===== src/rtl/dual_tmr.sv =====
module dual_tmr #(
  parameter int DIV_FAST = 4,
  parameter int DIV_MID  = 12,
  parameter int DIV_SLOW = 48,
  parameter int EXT_DIV  = 8
) (
  input  logic       clk,
  input  logic       rst_n,
  input  logic       bus_we,
  input  logic [2:0] bus_addr,
  input  logic [7:0] bus_wdata,
  output logic [7:0] bus_rdata,
  input  logic       int0_n,
  input  logic       int1_n,
  input  logic       t0_pin,
  input  logic       t1_pin,
  input  logic       ext_clk,
  input  logic       ack0,
  input  logic       ack1,
  output logic       irq0,
  output logic       irq1,
  output logic       t1_ovf_pulse
);
  localparam int PW = $clog2(DIV_SLOW);
  localparam int EW = $clog2(EXT_DIV);

  logic [1:0] run_q, flag_q;
  logic [7:0] mode_q;
  logic [3:0] clk_q;
  logic [7:0] tl0, th0, tl1, th1;
  logic [4:0] s1, s2;
  logic [2:0] edg_q;
  logic [PW-1:0] pre_q;
  logic [EW-1:0] ext_q;
  logic pulse_q;

  wire [1:0] m0 = mode_q[1:0];
  wire [1:0] m1 = mode_q[5:4];
  wire split = (m0 == 2'd3);

  always_ff @(posedge clk or negedge rst_n)
    if (!rst_n) begin
      s1 <= 5'b00011; s2 <= 5'b00011; edg_q <= '0;
    end else begin
      s1 <= {ext_clk, t1_pin, t0_pin, int1_n, int0_n};
      s2 <= s1;
      edg_q <= s2[4:2];
    end

  wire fall0    = edg_q[0] & ~s2[2];
  wire fall1    = edg_q[1] & ~s2[3];
  wire ext_rise = ~edg_q[2] & s2[4];

  always_ff @(posedge clk or negedge rst_n)
    if (!rst_n) begin
      pre_q <= '0; ext_q <= '0;
    end else begin
      pre_q <= (pre_q == PW'(DIV_SLOW - 1)) ? '0 : pre_q + 1'b1;
      if (ext_rise) ext_q <= (ext_q == EW'(EXT_DIV - 1)) ? '0 : ext_q + 1'b1;
    end

  wire tick_fast = (pre_q % PW'(DIV_FAST)) == PW'(DIV_FAST - 1);
  wire tick_mid  = (pre_q % PW'(DIV_MID))  == PW'(DIV_MID - 1);
  wire tick_slow = pre_q == PW'(DIV_SLOW - 1);
  wire tick_ext  = ext_rise && (ext_q == EW'(EXT_DIV - 1));

  logic ptick;
  always_comb
    case (clk_q[1:0])
      2'd0: ptick = tick_mid;
      2'd1: ptick = tick_fast;
      2'd2: ptick = tick_slow;
      default: ptick = tick_ext;
    endcase

  function automatic logic [16:0] step(input logic [1:0] m, input logic [7:0] hi, input logic [7:0] lo);
    logic [5:0] l5;
    logic [16:0] r;
    l5 = {1'b0, lo[4:0]} + 6'd1;
    case (m)
      2'd0: r = {l5[5] && (hi == 8'hFF), hi + {7'd0, l5[5]}, lo[7:5], l5[4:0]};
      2'd1: r = {1'b0, hi, lo} + 17'd1;
      2'd2: r = (lo == 8'hFF) ? {1'b1, hi, hi} : {1'b0, hi, lo + 8'd1};
      default: r = {1'b0, hi, lo};
    endcase
    return r;
  endfunction

  wire int_clk0 = clk_q[2] | ptick;
  wire int_clk1 = clk_q[3] | ptick;
  wire en0  = run_q[0] & (~mode_q[3] | s2[0]);
  wire inc0 = en0 & (mode_q[2] ? fall0 : int_clk0);
  wire hinc = split & run_q[1] & int_clk0;

  wire en1  = split | (run_q[1] & (~mode_q[7] | s2[1]));
  wire inc1 = en1 & ((mode_q[6] & ~split) ? fall1 : int_clk1);

  wire [16:0] t0_step = step(m0, th0, tl0);
  wire [16:0] t1_step = step(m1, th1, tl1);

  logic [7:0] t0_nlo, t0_nhi;
  logic set0, set1h;
  always_comb begin
    t0_nlo = tl0; t0_nhi = th0; set0 = 1'b0; set1h = 1'b0;
    if (split) begin
      if (inc0) begin t0_nlo = tl0 + 8'd1; set0 = (tl0 == 8'hFF); end
      if (hinc) begin t0_nhi = th0 + 8'd1; set1h = (th0 == 8'hFF); end
    end else if (inc0) begin
      {set0, t0_nhi, t0_nlo} = t0_step;
    end
  end

  wire ovf1 = inc1 & t1_step[16];
  wire [7:0] t1_nlo = inc1 ? t1_step[7:0]  : tl1;
  wire [7:0] t1_nhi = inc1 ? t1_step[15:8] : th1;
  wire set1 = split ? set1h : ovf1;

  wire [7:0] wsel = bus_we ? (8'd1 << bus_addr) : 8'd0;

  always_ff @(posedge clk or negedge rst_n)
    if (!rst_n) begin
      run_q <= '0; flag_q <= '0; mode_q <= '0; clk_q <= '0;
      tl0 <= '0; th0 <= '0; tl1 <= '0; th1 <= '0; pulse_q <= 1'b0;
    end else begin
      if (wsel[0]) run_q  <= bus_wdata[1:0];
      if (wsel[2]) mode_q <= bus_wdata;
      if (wsel[3]) clk_q  <= bus_wdata[3:0];
      flag_q[0] <= set0 | (~ack0 & (wsel[1] ? bus_wdata[0] : flag_q[0]));
      flag_q[1] <= set1 | (~ack1 & (wsel[1] ? bus_wdata[1] : flag_q[1]));
      tl0 <= wsel[4] ? bus_wdata : t0_nlo;
      th0 <= wsel[5] ? bus_wdata : t0_nhi;
      tl1 <= wsel[6] ? bus_wdata : t1_nlo;
      th1 <= wsel[7] ? bus_wdata : t1_nhi;
      pulse_q <= ovf1;
    end

  always_comb
    case (bus_addr)
      3'd0: bus_rdata = {6'd0, run_q};
      3'd1: bus_rdata = {6'd0, flag_q};
      3'd2: bus_rdata = mode_q;
      3'd3: bus_rdata = {4'd0, clk_q};
      3'd4: bus_rdata = tl0;
      3'd5: bus_rdata = th0;
      3'd6: bus_rdata = tl1;
      default: bus_rdata = th1;
    endcase

  assign irq0 = flag_q[0];
  assign irq1 = flag_q[1];
  assign t1_ovf_pulse = pulse_q;
endmodule


===== config.mk =====
export PLATFORM = sky130hd
export DESIGN_NAME = dual_tmr
export DESIGN_NICKNAME = d
export VERILOG_FILES = /design/src/rtl/dual_tmr.sv
export SDC_FILE = /design/constraint.sdc
export NUM_CORES = 1
export LEC_CHECK = 0
export BUFFER_PORTS_ARGS = -buffer_cell sky130_fd_sc_hd__buf_2
export CORE_ASPECT_RATIO = 1.25
export CORE_MARGIN = 8
export CORE_UTILIZATION = 35
export CTS_BUF_LIST = sky130_fd_sc_hd__clkbuf_8 sky130_fd_sc_hd__clkbuf_16
export DETAILED_ROUTE_END_ITERATION = 6
export PLACE_DENSITY = 0.51
export SYNTH_ARGS = -nofsm -noshare
export SYNTH_HDL_FRONTEND = slang
export SYNTH_SLANG_ARGS = --single-unit

===== constraint.sdc =====
create_clock -name clk -period 3.1 [get_ports clk]
set_clock_uncertainty 0.15 [all_clocks]
set_input_delay 0.62 -clock clk [delete_from_list [all_inputs] [get_ports clk]]
set_output_delay 0.62 -clock clk [all_outputs]
set_load 0.02 [all_outputs]

# == After elaboration in Yosys (flattened, before gate mapping) ==
# Index checks and enable logic that the tools add are counted.
# op_classes
n_reduce_logical,23
n_eq_ne,26
n_addsub,11
bitwise_logic,28
muxes,30
div_mod_pow,1
shifts,1
# op_table
operator,count
two-way mux 8 bit,13
one-hot mux 17 bit (3 select lines),2
one-hot mux 8 bit (7 select lines),1
adder 16 x 1 -> 17 bit (second input constant),2
two-way mux 17 bit,2
== test 8 bit (second input constant),4
adder 8 x 1 -> 8 bit (second input constant),3
adder 8 x 1 -> 8 bit,2
AND 1 bit,13
adder 5 x 1 -> 6 bit (second input constant),2
== test 3 bit (second input constant),4
nonzero test 4 bit,3
== test 2 bit (second input constant),5
two-way mux 1 bit,9
AND reduction 3 bit,3
nonzero test 3 bit,3
inverter 1 bit,8
<< shifter 1 x 3 -> 8 bit (first input constant),1
bitwise OR 1 bit,7
adder 6 x 1 -> 6 bit (second input constant),1
== test 2 x 1 -> 1 bit (second input constant),3
== test 3 x 2 -> 1 bit (second input constant),2
== test 6 x 4 -> 1 bit (second input constant),1
== test 6 bit (second input constant),1
other kinds (16),25
# totals
regBits,71

# == Depth between registers and ports, before layout ==
# depth
ltp_word,10
depth_mapped,11
mapped_depth_nobuf,10

# == Worst setup path after synthesis ==
# Ideal clock, no wire load.
# synth_path
path_kind,input -> output
startpoint,input port bus_addr[1]
endpoint,output port bus_rdata[3]
slack_ns,0.223
stages,5
t_arrival_ns,2.107
n_path_buf,3
cell_sequence,clkbuf_1 buf_1 buf_1 nand2_1 o21ai_0
# synth_via
elab_chain_len,2
elab_cells_between_ends,8
classes_between,eq/ne (6); mux (1); reduce/logical (1)
# synth_rtl
element,line,source
from (decl),10,"input logic [2:0] bus_addr,"
"== test 3 bit, or another cell as far along",138,case (bus_addr)
one-hot mux 8 bit (7 select lines) *,138,
to (decl),12,"output logic [7:0] bus_rdata,"
# Mark *: on every way between the ends. The rest lies on a longest branch, timed or not.

# == Worst setup path in the final report ==
# layout_path
startpoint,input port bus_addr[2]
endpoint,output port bus_rdata[0]
# The elaborated chain is that of the path after synthesis.

==> results by group <==
Outcome
  • Status: finished, final reports clean

Clocking
  • CTS Hold Buffers Added: 0
  • Post-CTS Setup Bufs: 0
  • Clk sinks: 71
  • Clk pin slew, worst setup/hold paths: 60 ps
  • Cts repair resizes: 0
  • CTS tree: yes
  • H-tree Lvls: 3
  • Num CTS Buffers: 9
  • Clock Latency Late Sink: 350 ps
  • Root Buffer: clkbuf_16
  • Clk buf depth: 2

Final layout
  • Area of the multi-input gates: between 0.003 and 0.004 mm^2
  • Finished Layout Cells: roughly 810
  • Nets: 664
  • Layout cells sized above 1: 19.4%
  • FILL cells: 1,522
  • Diodes inserted: 0
  • Sequential cell area: 0.00178 mm^2
  • P&R area growth vs syn: 12.9%

Job
  • Maxcap violations: 0

Setup path
  • Critical path launch point type: input port
  • Slowest cell on the critical path: buf_2
  • Crit path max-delay family: buffers and inverters
  • CP most frequent cell: buf_2
  • Req. time, crit path: 2330 ps
  • Slowest stage delay, CP: 340 ps
  • Crit-path max FO: 25
  • CP bufs+invs: 3
  • Critical path class: input port to primary output
  • Setup crit end kind: primary output
  • Worst EP arrival: 2050 ps
  • CP cell instances: buf_2 -> inv_1 -> a31oi_1 -> a22o_1 -> o21ai_0 -> a21oi_1 -> buf_2

Hold path
  • Hold crit path type: flip-flop to flip-flop

STA
  • Fmax: roughly 0.35 GHz
  • Fraction of the cycle the final worst path needs: about nine tenths
  • Max-slew violations: 0
  • Least-Margin Pin Slew: 939 ps
  • Final period demand of the worst path: 2820 ps
  • Setup tns final: 0 ps
  • Final setup viols: 0
  • Final count of hold timing violations: 0
  • Slew headroom: 37.4%
  • RSZ-0062 raised after global routing: no

Synthesis
  • Register area share after synthesis: between 30% and 40%
  • Synth area leader: dfrtp_1
  • Netlist cell types: 79
  • Top_reg_cell synth: dfrtp_1
  • Syn avg cell area: 8.75 um^2
  • Share of flip-flops with an asynchronous set or reset: 100%
  • Syn nets: 646
  • Post-synthesis sequential element count: 71
  • Mapped cell area: between 0.005 and 0.006 mm^2
  • Post-synthesis cell count: slightly above 600
  • EDFF count, synth: 0
  • Most frequent cells after synthesis: dfrtp_1 (67), nand2_1 (61), o21ai_0 (51)
  • Most frequent cell after synthesis: dfrtp_1
  • Ys Warns: 0
  • Synth area leaders: dfrtp_1 (32%), mux2_2 (4.9%), o21ai_0 (4.8%), ha_1 (4.5%), nand2_1 (4.3%)
  • Share of the synthesized area in the top cell type: 31.6%

Power
  • Total power: 4.79 mW
  • P_leak: 2.44 nW
  • Peak supply drop: 0.266 mV
  • PwrDens: 800 mW/mm^2

GRT
  • First-pass GRT wire length: between 20 and 30 mm
  • Vias in the first global route: 4,887
  • Initial antenna violation count: 3
  • Grt ovf: 0
  • Largest net degree at the start of global routing: 72
  • Total GRT Usage: between 15 and 20%

Placement
  • Routability congestion estimate: just over 0.9
  • Post-DP HPWL: 13.2 mm
  • Placed cells: between 700 and 800
  • Number of port buffers: 31

Die
  • Full die area: a little under 0.02 mm^2
  • Num rows: 50
  • Die H: between 150 and 200 um
  • Core area: 0.0149 mm^2
  • Die X: 126 um
  • Starting Density: a little over a third
  • Ports: 32

Route
  • Final WL: 18.0 mm
  • Via density: 6.15
  • Total number of vias: 4,989
  • Wire per inst: 22.1 um
  • Drt drc: 0
  • DR pass1 iterations: 5
  • DRT iter0 DRCs: 389
  • Final ANT Viol Nets: 0
-- layout make-up --
cell class,instances,area share [%]
Clock inverter,7,1.86
Multi-Input combinational cell,468,54.4
Inverter,26,1.63
Sequential cell,71,29.8
Clock buffer,9,3.76
Tap cell,182,3.80
Timing Repair Buffer,48,4.76
-- layout by cell type, fill, tap and decap left out, drive strengths merged, types with 8 or more instances in the layout --
cell / netlist / layout
dfrtp: 67 / 67
nand2: 62 / 62
o21ai: 54 / 54
buf: 13 / 48
nor2: 35 / 35
a21oi: 32 / 32
inv: 26 / 30
mux2: 23 / 23
nand3: 22 / 22
ha: 19 / 19
a31oi: 15 / 15
xnor2: 14 / 14
nand4: 14 / 14
nor3: 14 / 14
mux2i: 11 / 11
a31o: 9 / 9
clkbuf: 28 / 9
a22oi: 8 / 8
xor2: 8 / 8
a2bb2oi: 8 / 8
-- final timing paths --
path | slack (ps) | to | start | cells past startpoint
worst max-delay path | 280 | bus_rdata[0] | bus_addr[2] | 7
worst min-delay path | 200 | s2[2] | s1[2] | 0
worst max register to register | 350 | th0[4] | tl0[3] | 10
worst min register to register | 200 | s2[2] | s1[2] | 0
max in group asynchronous | 1930 | th1[3] | rst_n | 1
min in group asynchronous | 260 | th0[3] | rst_n | 1
-- cells by family (layout without fill, tap and decap cells) --
group	Yosys count	after routing	synth area share, %
mux	36	36	7.81
simple gates	193	193	18.9
xor+xnor	22	22	3.63
compound gates	198	198	26.5
fa+ha+maj	19	19	4.48
flops	71	71	33.6
buf+inv	67	90	5.10
-- power by group --
group | internal, mW | switching (mW) | leakage [nW]
clock network | 0.726 | 0.462 | 0.166
logic | 0.854 | 1.02 | 1.40
registers | 1.19 | 0.536 | 0.872
-- through the flow --
stage	setup slack [ps]	hold WS [ps]	util, %	area (um^2)
floorplan	223	174	-	5300
detailed placement	305	185	37.9	5650
CTS	324	198	40.2	5990
global placement	361	185	37.9	5650
global route	120	203	40.2	5990
finish	280	198	40.2	5990
-- metal layers --
metal  vias to the layer above  track usage [%]  wire length [um]
li1                       2312                -                 -
met5                         -                0                31
met1                      2439             21.4              7390
met3                        53             4.26               868
met4                         6             8.04               622
met2                       179             32.1              9050
-- sequential cells by signal (all words and copies together), names as in the netlist --
signal,count
clk_q,4
edg_q,3
ext_q,3
flag_q,2
mode_q,8
pre_q,6
run_q,2
s1,5
s2,5
t1_ovf_pulse,1
th0,8
th1,8
tl0,8
tl1,8
No activity file was read; power rests on OpenSTA's default activity.
